[src/rtl/boot_sel_pkg.sv]
package boot_sel_pkg;

   typedef enum logic [1:0] {
      BS_FLASH  = 2'b00,
      BS_SYSTEM = 2'b01,
      BS_SRAM   = 2'b10
   } boot_space_e;

   typedef enum logic [1:0] {
      JT_NONE  = 2'b00,
      JT_BANK1 = 2'b01,
      JT_BANK2 = 2'b10
   } jump_tgt_e;

   typedef enum logic [1:0] {
      ST_SAMPLE   = 2'd0,
      ST_PROBE_HI = 2'd1,
      ST_PROBE_LO = 2'd2,
      ST_HOLD     = 2'd3
   } probe_state_e;

endpackage

[src/rtl/strap_decode.sv]
module strap_decode
   import boot_sel_pkg::*;
(
   input  logic        strap_a,
   input  logic        strap_b,
   input  logic        scan_dis,
   output boot_space_e space,
   output logic        probe_en
);

   always_comb begin
      space    = BS_SYSTEM;
      probe_en = 1'b0;
      if (strap_a && strap_b) begin
         // SRAM boot never probes the banks
         space    = BS_SRAM;
         probe_en = 1'b0;
      end else if (!strap_a && scan_dis) begin
         space    = BS_FLASH;
         probe_en = 1'b0;
      end else begin
         // system memory, with the probe unless the option disables it
         space    = BS_SYSTEM;
         probe_en = !scan_dis;
      end
   end

endmodule

[src/rtl/stack_window_check.sv]
module stack_window_check #(
   parameter int unsigned       DATA_W   = 32,
   parameter logic [DATA_W-1:0] WIN_BASE = 32'h2000_0000,
   parameter logic [DATA_W-1:0] WIN_SIZE = 32'h0001_0000,
   parameter bit                INCL_TOP = 1'b1
) (
   input  logic [DATA_W-1:0] word,
   output logic              in_window
);

   localparam logic [DATA_W:0] BASE_EXT = {1'b0, WIN_BASE};
   localparam logic [DATA_W:0] TOP_EXT  = {1'b0, WIN_BASE} + {1'b0, WIN_SIZE};

   if (WIN_SIZE == '0) begin : g_bad_size
      $error("stack_window_check: WIN_SIZE must be nonzero");
   end
   if (TOP_EXT[DATA_W]) begin : g_bad_wrap
      $error("stack_window_check: window wraps past the address space");
   end

   logic [DATA_W:0] word_ext;
   logic            lo_ok;
   logic            hi_ok;

   assign word_ext = {1'b0, word};
   assign lo_ok    = word_ext >= BASE_EXT;

   if (INCL_TOP) begin : g_incl_top
      assign hi_ok = word_ext <= TOP_EXT;
   end else begin : g_excl_top
      assign hi_ok = word_ext < TOP_EXT;
   end

   assign in_window = lo_ok && hi_ok;

endmodule

[src/rtl/bank_probe_fsm.sv]
module bank_probe_fsm
   import boot_sel_pkg::*;
#(
   parameter int unsigned       ADDR_W     = 32,
   parameter logic [ADDR_W-1:0] BANK1_BASE = 32'h0800_0000,
   parameter logic [ADDR_W-1:0] BANK2_BASE = 32'h0808_0000
) (
   input  logic              clk,
   input  logic              rst_n,
   input  boot_space_e       space_d,
   input  logic              probe_en,
   input  logic              rd_ack,
   input  logic              word_ok,
   output logic              rd_req,
   output logic [ADDR_W-1:0] rd_addr,
   output boot_space_e       space_q,
   output jump_tgt_e         jump_q,
   output logic              done,
   output logic              valid
);

   probe_state_e state_q;

   always_ff @(posedge clk or negedge rst_n) begin
      if (!rst_n) begin
         state_q <= ST_SAMPLE;
         rd_req  <= 1'b0;
         rd_addr <= '0;
         space_q <= BS_FLASH;
         jump_q  <= JT_NONE;
         done    <= 1'b0;
         valid   <= 1'b0;
      end else begin
         done <= 1'b0;
         unique case (state_q)
            ST_SAMPLE: begin
               space_q <= space_d;
               if (probe_en) begin
                  rd_req  <= 1'b1;
                  rd_addr <= BANK2_BASE;
                  state_q <= ST_PROBE_HI;
               end else begin
                  done    <= 1'b1;
                  valid   <= 1'b1;
                  state_q <= ST_HOLD;
               end
            end
            ST_PROBE_HI: begin
               if (rd_ack) begin
                  if (word_ok) begin
                     rd_req  <= 1'b0;
                     jump_q  <= JT_BANK2;
                     done    <= 1'b1;
                     valid   <= 1'b1;
                     state_q <= ST_HOLD;
                  end else begin
                     rd_addr <= BANK1_BASE;
                     state_q <= ST_PROBE_LO;
                  end
               end
            end
            ST_PROBE_LO: begin
               if (rd_ack) begin
                  rd_req  <= 1'b0;
                  jump_q  <= word_ok ? JT_BANK1 : JT_NONE;
                  done    <= 1'b1;
                  valid   <= 1'b1;
                  state_q <= ST_HOLD;
               end
            end
            default: begin
               state_q <= ST_HOLD;
            end
         endcase
      end
   end

   // checker-side count of completed reads
   logic [1:0] reads_q;
   always_ff @(posedge clk or negedge rst_n) begin
      if (!rst_n)                           reads_q <= 2'd0;
      else if (rd_req && rd_ack && reads_q != 2'd3) reads_q <= reads_q + 2'd1;
   end


   req_hold_chk: assert property (@(posedge clk) disable iff (!rst_n)
      rd_req && !rd_ack |=> rd_req && $stable(rd_addr));

   read_cap_chk: assert property (@(posedge clk) disable iff (!rst_n)
      reads_q <= 2'd2);

   first_addr_chk: assert property (@(posedge clk) disable iff (!rst_n)
      rd_req && reads_q == 2'd0 |-> rd_addr == BANK2_BASE);

   second_addr_chk: assert property (@(posedge clk) disable iff (!rst_n)
      rd_req && reads_q == 2'd1 |-> rd_addr == BANK1_BASE);

   sram_noread_chk: assert property (@(posedge clk) disable iff (!rst_n)
      valid && space_q == BS_SRAM |-> reads_q == 2'd0);

   two_reads_chk: assert property (@(posedge clk) disable iff (!rst_n)
      valid && reads_q == 2'd2 |-> jump_q != JT_BANK2);

   done_pulse_chk: assert property (@(posedge clk) disable iff (!rst_n)
      done |=> !done);

   valid_sticky_chk: assert property (@(posedge clk) disable iff (!rst_n)
      valid |=> valid && $stable(space_q) && $stable(jump_q));

endmodule

[src/rtl/boot_select_seq.sv]
module boot_select_seq
   import boot_sel_pkg::*;
#(
   parameter int unsigned       ADDR_W     = 32,
   parameter int unsigned       DATA_W     = 32,
   parameter logic [DATA_W-1:0] SRAM_BASE  = 32'h2000_0000,
   parameter logic [DATA_W-1:0] SRAM_SIZE  = 32'h0001_0000,
   parameter logic [ADDR_W-1:0] BANK1_BASE = 32'h0800_0000,
   parameter logic [ADDR_W-1:0] BANK2_BASE = 32'h0808_0000,
   parameter bit                INCL_TOP   = 1'b1
) (
   input  logic              clk_i,
   input  logic              rst_ni,
   input  logic              strap_a_i,
   input  logic              strap_b_i,
   input  logic              scan_dis_i,
   output logic              rd_req_o,
   output logic [ADDR_W-1:0] rd_addr_o,
   input  logic              rd_ack_i,
   input  logic [DATA_W-1:0] rd_data_i,
   output logic [1:0]        space_o,
   output logic [1:0]        jump_o,
   output logic              done_o,
   output logic              valid_o
);

   if (BANK1_BASE == BANK2_BASE) begin : g_bad_banks
      $error("boot_select_seq: bank bases must differ");
   end
   if (ADDR_W < 2 || DATA_W < 2) begin : g_bad_width
      $error("boot_select_seq: widths too small");
   end

   boot_space_e dec_space;
   boot_space_e fin_space;
   jump_tgt_e   fin_jump;
   logic        probe_en;
   logic        word_ok;

   strap_decode u_decode (
      .strap_a  (strap_a_i),
      .strap_b  (strap_b_i),
      .scan_dis (scan_dis_i),
      .space    (dec_space),
      .probe_en (probe_en)
   );

   stack_window_check #(
      .DATA_W   (DATA_W),
      .WIN_BASE (SRAM_BASE),
      .WIN_SIZE (SRAM_SIZE),
      .INCL_TOP (INCL_TOP)
   ) u_window (
      .word      (rd_data_i),
      .in_window (word_ok)
   );

   bank_probe_fsm #(
      .ADDR_W     (ADDR_W),
      .BANK1_BASE (BANK1_BASE),
      .BANK2_BASE (BANK2_BASE)
   ) u_fsm (
      .clk      (clk_i),
      .rst_n    (rst_ni),
      .space_d  (dec_space),
      .probe_en (probe_en),
      .rd_ack   (rd_ack_i),
      .word_ok  (word_ok),
      .rd_req   (rd_req_o),
      .rd_addr  (rd_addr_o),
      .space_q  (fin_space),
      .jump_q   (fin_jump),
      .done     (done_o),
      .valid    (valid_o)
   );

   assign space_o = fin_space;
   assign jump_o  = fin_jump;


   done_valid_chk: assert property (@(posedge clk_i) disable iff (!rst_ni)
      done_o |-> valid_o);

   flash_nojump_chk: assert property (@(posedge clk_i) disable iff (!rst_ni)
      valid_o && space_o == 2'b00 |-> jump_o == 2'b00);

endmodule

[config.mk]
export PLATFORM = sky130hd
export DESIGN_NAME = boot_select_seq
export DESIGN_NICKNAME = d
export VERILOG_FILES = /design/src/rtl/boot_sel_pkg.sv /design/src/rtl/strap_decode.sv /design/src/rtl/stack_window_check.sv /design/src/rtl/bank_probe_fsm.sv /design/src/rtl/boot_select_seq.sv
export SDC_FILE = /design/constraint.sdc
export NUM_CORES = 1
export LEC_CHECK = 0
export BUFFER_PORTS_ARGS = -buffer_cell sky130_fd_sc_hd__clkbuf_2
export CAP_MARGIN = 20
export CORE_MARGIN = 2
export CORE_UTILIZATION = 36
export CTS_CLUSTER_SIZE = 10
export DETAILED_ROUTE_END_ITERATION = 10
export GPL_ROUTABILITY_DRIVEN = 0
export HOLD_SLACK_MARGIN = 0.06
export PLACE_DENSITY = 0.76
export SETUP_SLACK_MARGIN = 0.02
export SLEW_MARGIN = 20
export SYNTH_ARGS = -nofsm -noshare
export SYNTH_HDL_FRONTEND = slang
export SYNTH_SLANG_ARGS = --single-unit
[constraint.sdc]
create_clock -name clk_i -period 1.4 [get_ports clk_i]
set_input_delay 0.07 -clock clk_i [delete_from_list [all_inputs] [get_ports clk_i]]
set_output_delay 0.07 -clock clk_i [all_outputs]
set_load 0.02 [all_outputs]
==> impl_metrics.ini, run 1 <==
[synth]
yosys_most_used_dff = dfrtp_1
async_reset_ff_share_pct = 100
synth_area_sq_um = 1020
ys_seq_area_share_pct = 27.0
yosys_warnings = 0
synthCells = 109
synth-seq-cells = 11
synth-edff-count = 0
ys_types = 31
postSynthAreaPerCell_sq_um = 9.36

[floorplanning]
die_h_um = 57.2
core-area_sq_um = 2730
start_util_pct = 37.3
dieArea_sq_um = 3270
die_w_um = 57.2
row_count = 19
ios = 77

[global_routing]
grt_overflow = 0
antenna_found_initial = 0
first_global_vias = 725
grt_usage_pct = 11.8
grt_max_degree = 12
grt_pass1_wl_mm = 3.10

[power_and_ir_drop]
power_switching_mw = 0.233
internal-power_mw = 0.487
total_leakage_power_nw = 0.725
pwr-share-clk_pct = 30.6
seq_power_share_pct = 44.5
vdd_ir_drop_max_uv = 460
swShare_pct = 32.3
p_per_area_nw_per_um2 = 534
power_frac_comb_pct = 24.9

[routing]
viasPerCell = 4.31
drt-wirelength-per-cell_um = 9.60
drt_wl_total_mm = 1.94
drt-pass1-iter-count = 5
final_antenna_net_count = 0
drtIter0Drc = 19
post-route-drc-count = 0
vias = 871

[setup_path]
cp_slowest_cell = dfrtp_1
startpoint = u_fsm.state_q[0]$_DFFE_PN0P_
arrival_ps = 1480
crit_fanout = 3
crit_chain = inv_1 > ha_4 > nor2_4 > nor2_2 > buf_4 > nor3_1 > a21oi_1
critPathTopFamily = flip-flops
cp.depth = 7
r2r_start = u_fsm.state_q[0]$_DFFE_PN0P_
reg2reg_slack_ps = 70
path_buf_inv = 2
worstSetupEndpointType = flop
cpPeakStageDelay_ps = 390
critPathKind = reg2reg
rr_worst_depth = 7
required_ps = 1550
r2r_end = u_fsm.state_q[0]$_DFFE_PN0P_
start_kind = flop

[finish]
fin_nets = 214
area_growth_pct = 32.3
drive_gt1_share_pct = 48.5
layout_common_cells = clkbuf_2 (46), conb_1 (30), buf_4 (12), dfrtp_1 (11), nand2_1 (8)
num_antenna_cells = 0
fin_area_sq_um = 1350
layout_commonest_cell = clkbuf_2

[run]
drv_cap = 0

[worst_hold_path]
min_path_type = in2reg
min_from = strap_b_i
whs_endpoint = u_fsm.space_q[1]$_DFFE_PN0P_
holdPathStages = 3

[cts]
path_clk_slew_ps = 70
cts_root_buffer = clkbuf_4
cts_tree = yes
clk_path_buf_depth = 2
htree_levels = 1
clkSinkCount = 11
numCtsBuffers = 3
clock_latency_ps = 270

[timing]
period_share_pct = 95.0
fin_skew_ps = 1.69
max_freq_mhz = 752
hold_violations = 0
rsz0062_at_grt = yes
tns_ps = 0
slew_viol_final = 0
setup_violations = 0
timing.final.crit_period_ps = 1330

[place]
io_buffers = 46
placed_area_sq_um = 1230
dpl.hpwl_mm = 1.64

[status]
status = complete, no violations
[Yosys cell counts (2+ instances only)]
cell type,number,area share (%)
buf_4,30,22
dfrtp_1,11,27
nand2_1,10,3.7
inv_1,6,2.2
nor2_1,6,2.2
a21oi_1,4,2.0
ha_1,4,4.9
mux2i_1,3,2.9
nand4_1,3,1.8
nor3_1,3,1.5
o21ai_0,3,1.5
a21o_1,2,1.5
nand3_2,2,2.0
nor4_2,2,2.5
nor4_4,2,4.2
o211ai_1,2,1.5
o21ai_1,2,0.98
[worst reg2reg max path, stage by stage (launching register included)]
cell and delay (ps):
dfrtp_1 390, inv_1 120, ha_4 190, nor2_4 110, nor2_2 50, buf_4 140, nor3_1 160, a21oi_1 60
[routing by layer]
| layer | global-route usage, % | up-vias | wire, um | share of wire (%) |
|---|---|---|---|---|
| li1 | - | 444 | - | - |
| met1 | 16.4 | 379 | 826 | 43 |
| met2 | 18.6 | 48 | 922 | 48 |
| met3 | 2.95 | 0 | 191 | 9.8 |
| met4 | 2.99 | 0 | 0 | 0 |
| met5 | 0 | - | 0 | 0 |
[registers in the layout, indices dropped and copies added (netlist names)]
| register | flops |
|---|---|
| u_fsm.done | 1 |
| u_fsm.rd_req | 1 |
| u_fsm.jump_q | 2 |
| u_fsm.valid | 1 |
| u_fsm.state_q | 2 |
| u_fsm.space_q | 2 |
| u_fsm.rd_addr | 2 |
[how the worst max path moves through the flow]
stage	end	slack [ps]
after detailed placement	u_fsm.rd_req$_DFFE_PN0P_	-90
after CTS	u_fsm.state_q[0]$_DFFE_PN0P_	20
after global routing	u_fsm.state_q[0]$_DFFE_PN0P_	-20
final	u_fsm.state_q[0]$_DFFE_PN0P_	70
after floorplan	u_fsm.valid$_DFFE_PN0P_	40
after global placement	u_fsm.rd_req$_DFFE_PN0P_	-50
[logic make-up (layout without fill, tap and decap cells)]
logic type | count (synthesis) | count (layout) | share of synthesized area [%]
buffers and inverters | 37 | 70 | 25.4
AND/OR/NAND/NOR | 35 | 35 | 25.9
AO/OA/AOI/OAI | 17 | 17 | 12.4
flip-flops | 11 | 11 | 27.0
adder cells (fa/ha/maj) | 4 | 4 | 4.91
multiplexers | 4 | 4 | 4.05
other | 1 | 30 | 0.368
[power by group through the flow]
stage	Combinational (mW)	Clock, mW	Sequential [mW]
after global placement	0.175	0	0.326
after detailed placement	0.176	0	0.326
final	0.179	0.220	0.320
after floorplan	0.158	0	0.328
after global routing	0.196	0.243	0.320
after CTS	0.178	0.229	0.320
[what timing repair did]
item                       CTS  global route
hold buffers                 1             0
hold endpoints to repair    11             0
gates resized for setup      1            11
buffers inserted             0             4
pin swaps                    0             4
setup endpoints to repair    1             7
[through the flow]
step                util, %  hold WS [ps]  setup slack [ps]  instances  total power [mW]
floorplan                 -          -226              43.2        138             0.486
global placement       45.1         -46.0             -53.3        193             0.501
detailed placement     45.1         -38.8             -89.2        193             0.502
CTS                    46.5          77.9              19.4        198             0.727
global route           49.3           137             -23.5        202             0.758
finish                 49.3          83.4              70.6        202             0.720
[cell type report]
type,instances,area [sq um]
Tap cell,31,38.8
Sequential cell,11,275
Timing Repair Buffer,60,342
Clock buffer,4,26.3
Fill cell,241,1390
Inverter,6,22.5
Multi-Input combinational cell,90,644
No activity file was read; power rests on OpenSTA's default activity.
==> inputs of run 2 (changes only) <==
Settings changed: CORE_UTILIZATION 36 to 35, PLACE_DENSITY 0.76 to 0.74.
==> impl_metrics.ini, run 2 (same netlist as run 1, synthesis figures left out) <==
[cts]
clk_path_buf_depth = 2
cts_tree = yes
numCtsBuffers = 3
clock_latency_ps = 260
htree_levels = 1
path_clk_slew_ps = 70
clkSinkCount = 11
cts_root_buffer = clkbuf_4

[setup_path]
critPathKind = reg2reg
required_ps = 1550
cpPeakStageDelay_ps = 400
arrival_ps = 1490
worstSetupEndpointType = flop
crit_top_cell = nor2_2
cp_slowest_cell = dfrtp_1
crit_chain = buf_6 > ha_4 > nor2_4 > nor2_2 > nor2_2 > nand3_2 > mux2i_1
start_kind = flop
rr_worst_depth = 7
crit_fanout = 5

[global_routing]
grt_max_degree = 12
first_global_vias = 805
grt_pass1_wl_mm = 3.37
antenna_found_initial = 0
grt_overflow = 0
grt_usage_pct = 12.8

[routing]
viasPerCell = 4.52
drt_wl_total_mm = 2.14
drt-pass1-iter-count = 4
drtIter0Drc = 23
post-route-drc-count = 0
final_antenna_net_count = 0
drt-wirelength-per-cell_um = 10.6
vias = 913

[finish]
fin_nets = 214
multi_input_area_sq_um = 647
layout_common_cells = clkbuf_2 (46), conb_1 (30), buf_4 (12), dfrtp_1 (11), nand2_1 (10)
seqCellArea_sq_um = 275
drive_gt1_share_pct = 49.7
layout_commonest_cell = clkbuf_2
area_growth_pct = 32.5
num_antenna_cells = 0
num-fill-cells = 266
finish.utilization_pct = 49.0

[floorplanning]
die_h_um = 58.0
row_count = 19
core-area_sq_um = 2760
start_util_pct = 37.0
dieArea_sq_um = 3360
die_w_um = 58.0
ios = 77

[timing]
tns_ps = 0
fin_skew_ps = 1.75
hold_violations = 0
timing.final.crit_period_ps = 1340
period_share_pct = 95.5
setup_violations = 0
rsz0062_at_grt = yes
max_freq_mhz = 748
slew_viol_final = 0

[place]
dpl.hpwl_mm = 1.76
io_buffers = 46

[power_and_ir_drop]
vdd_ir_drop_max_uv = 341
p_per_area_nw_per_um2 = 531
total_leakage_power_nw = 0.718

[status]
status = complete, no violations

[run]
drv_cap = 0

[worst_hold_path]
min_path_type = in2reg
holdPathStages = 3
[run 2: worst max-delay path, delay by kind of cell, from the launching register on]
family	cells	cell delay [ps]
flip-flops	1	400
AND/OR/NAND/NOR	4	380
adder cells (fa/ha/maj)	1	180
buffers and inverters	1	130
multiplexers	1	130
[run 2: routing by layer]
| layer | global-route usage [%] | share of wire (%) | wire (um) | vias up |
|---|---|---|---|---|
| met2 | 24.0 | 51 | 1090 | 54 |
| li1 | - | - | - | 445 |
| met1 | 14.8 | 40 | 847 | 412 |
| met5 | 0 | 0 | 0 | - |
| met4 | 2.99 | 0.19 | 4 | 0 |
| met3 | 2.68 | 9.4 | 201 | 2 |
[run 2: path summary, 6_finish.rpt]
check	to	slack [ps]	startpoint
setup / recovery	u_fsm.rd_req$_DFFE_PN0P_	60	u_fsm.state_q[0]$_DFFE_PN0P_
setup reg to reg	u_fsm.rd_req$_DFFE_PN0P_	60	u_fsm.state_q[0]$_DFFE_PN0P_
min in group asynchronous	u_fsm.rd_addr[19]$_DFFE_PN0P_	220	rst_ni
hold / removal	u_fsm.space_q[1]$_DFFE_PN0P_	90	strap_b_i
hold reg to reg	u_fsm.rd_addr[27]$_DFFE_PN0P_	480	u_fsm.rd_addr[27]$_DFFE_PN0P_
max in group asynchronous	u_fsm.space_q[1]$_DFFE_PN0P_	950	rst_ni
[run 2: power breakdown]
group	internal, mW	leakage, nW	switching [mW]
clock	0.110	0.0150	0.106
combinational	0.0576	0.578	0.125
sequential	0.319	0.125	0.000930
[run 2: through the flow]
stage          instance area (sq um)  hold WS [ps]  instances  worst slack, ps  total power [mW]
2_1_floorplan                   1130          -226        138             43.2             0.486
4_1_cts                         1310          84.5        200             12.8             0.724
3_3_place_gp                    1240         -39.1        194            -41.7             0.503
5_1_grt                         1350           117        202            -5.89             0.761
6_report                        1350          86.9        202             63.6             0.718
3_5_place_dp                    1240         -32.0        194            -57.7             0.505
[run 2: what timing repair did]
item / 4_1_cts / 5_1_grt
gates cloned: 0 / 0
endpoints found under the hold margin: 11 / 0
resized for setup: 5 / 9
hold buffers: 1 / 0
endpoints found under the setup margin: 2 / 8
setup buffers: 1 / 2
pin swaps: 0 / 4
[run 2: final cells by class]
class	count	share of cell area [%]
tap	31	2.87
clock buffer	4	1.94
multi-input combinational	90	47.9
timing repair buffer	60	25.3
inverter	6	1.67
sequential	11	20.4
==> inputs of run 3 (changes only) <==
==> constraint.sdc (replaced) <==
create_clock -name clk_i -period 1.4 [get_ports clk_i]
set_input_delay 0.28 -clock clk_i [delete_from_list [all_inputs] [get_ports clk_i]]
set_output_delay 0.28 -clock clk_i [all_outputs]
set_load 0.02 [all_outputs]
==> impl_metrics.ini, run 3 (same netlist as run 1, synthesis figures left out) <==
[floorplanning]
dieArea_sq_um = 3360
die_w_um = 58.0
core-area_sq_um = 2760
row_count = 19
ios = 77
start_util_pct = 37.0
die_h_um = 58.0

[timing]
hold_violations = 0
slew_viol_final = 0
setup_violations = 0
rsz0062_at_grt = yes
period_share_pct = 99.8
tns_ps = 0
fin_skew_ps = 0.691
fin_hold_ws_ps = 293
timing.final.crit_period_ps = 1400
max_freq_mhz = 716

[setup_path]
reg2reg_slack_ps = 3
cp_slowest_cell = dfrtp_1
rr_worst_depth = 7
arrival_ps = 1560
start_kind = flop
r2r_start = u_fsm.state_q[0]$_DFFE_PN0P_
crit_chain = buf_6 > ha_4 > nor2_4 > nor2_4 > buf_4 > nor3_4 > a21oi_1
r2r_end = u_fsm.state_q[0]$_DFFE_PN0P_
cpPeakStageDelay_ps = 420
required_ps = 1560
worstSetupEndpointType = flop
crit_top_cell = nor2_4
crit_fanout = 5
critPathKind = reg2reg

[finish]
drive_gt1_share_pct = 51.2
num_antenna_cells = 0
fin_area_sq_um = 1390
layout_commonest_cell = clkbuf_2
area_growth_pct = 36.3
finish.utilization_pct = 50.4
layout_common_cells = clkbuf_2 (46), conb_1 (30), buf_4 (13), dfrtp_1 (11), nand2_1 (8)
num-fill-cells = 259
fin_nets = 215

[cts]
cts_tree = yes
clkSinkCount = 11
clock_latency_ps = 270
path_clk_slew_ps = 70
cts_root_buffer = clkbuf_4
numCtsBuffers = 3
clk_path_buf_depth = 2
htree_levels = 1

[status]
status = complete, no violations

[global_routing]
antenna_found_initial = 0
first_global_vias = 776
grt_pass1_wl_mm = 3.22
grt_max_degree = 12
grt_usage_pct = 12.4
grt_overflow = 0

[routing]
post-route-drc-count = 0
drt-wirelength-per-cell_um = 10.4
vias = 919
drt_wl_total_mm = 2.12
viasPerCell = 4.53
drtIter0Drc = 22
final_antenna_net_count = 0
drt-pass1-iter-count = 4

[power_and_ir_drop]
p_total_mw = 0.729
vdd_ir_drop_max_uv = 509
p_per_area_nw_per_um2 = 525
total_leakage_power_nw = 0.734

[place]
placed_area_sq_um = 1250
io_buffers = 46
dpl.hpwl_mm = 1.73

[worst_hold_path]
whs_endpoint = u_fsm.space_q[1]$_DFFE_PN0P_
min_path_type = in2reg
holdPathStages = 3
min_from = strap_b_i

[run]
drv_cap = 0
run 3: layout make-up:
class,count,area [sq um],area share [%]
Inverter,6,22.5,1.62
Multi-Input combinational cell,90,678,48.8
Clock buffer,4,26.3,1.89
Timing Repair Buffer,61,349,25.1
Tap cell,31,38.8,2.79
Sequential cell,11,275,19.8
run 3: per-layer routing:
metal | global-route usage (%) | vias to the layer above | share of wire (%) | wire length [um]
met5 | 0 | - | 0 | 0
met4 | 2.99 | 0 | 0.71 | 15
met3 | 4.91 | 2 | 11 | 223
met2 | 20.9 | 56 | 51 | 1070
met1 | 14.8 | 413 | 38 | 806
li1 | - | 448 | - | -
run 3: where the power goes:
part	total (mW)	switching (mW)	internal, mW
clock	0.223	0.113	0.110
combinational	0.186	0.127	0.0596
sequential	0.320	0.000742	0.319
run 3: worst max path at each step:
| stage | start | endpoint | slack [ps] | depth (start not counted) |
|---|---|---|---|---|
| 6_report | u_fsm.state_q[0]$_DFFE_PN0P_ | u_fsm.state_q[0]$_DFFE_PN0P_ | 3 | 7 |
| 5_1_grt | u_fsm.state_q[0]$_DFFE_PN0P_ | u_fsm.rd_req$_DFFE_PN0P_ | -60 | 7 |
| 4_1_cts | u_fsm.state_q[0]$_DFFE_PN0P_ | u_fsm.state_q[0]$_DFFE_PN0P_ | 20 | 7 |
| 3_5_place_dp | rd_data_i[10] | u_fsm.state_q[0]$_DFFE_PN0P_ | -280 | 7 |
| 3_3_place_gp | rd_data_i[10] | u_fsm.done$_DFF_PN0_ | -250 | 6 |
| 2_1_floorplan | rd_data_i[10] | u_fsm.rd_req$_DFFE_PN0P_ | -60 | 5 |
run 3: worst max-delay path, delay by kind of cell, from the launching register on:
kind | cells | cell delay [ps]
adders and majority gates | 1 | 180
buffers and inverters | 2 | 290
DFF | 1 | 420
and+or+nand+nor | 3 | 340
AOI/OAI and AO/OA | 1 | 60
run 3: stage by stage:
stage / setup WS [ps] / std cells
after global routing: -58.8 / 203
final: 2.73 / 203
after detailed placement: -280 / 195
after CTS: 22.3 / 202
after global placement: -246 / 195
after floorplan: -59.5 / 138
run 3: what timing repair did:
action | CTS | global route
buffers inserted | 2 | 1
pin swaps | 0 | 6
endpoints found under the hold margin | 11 | 0
setup endpoints to repair | 2 | 9
hold buffers | 1 | 0
gates resized for setup | 2 | 16
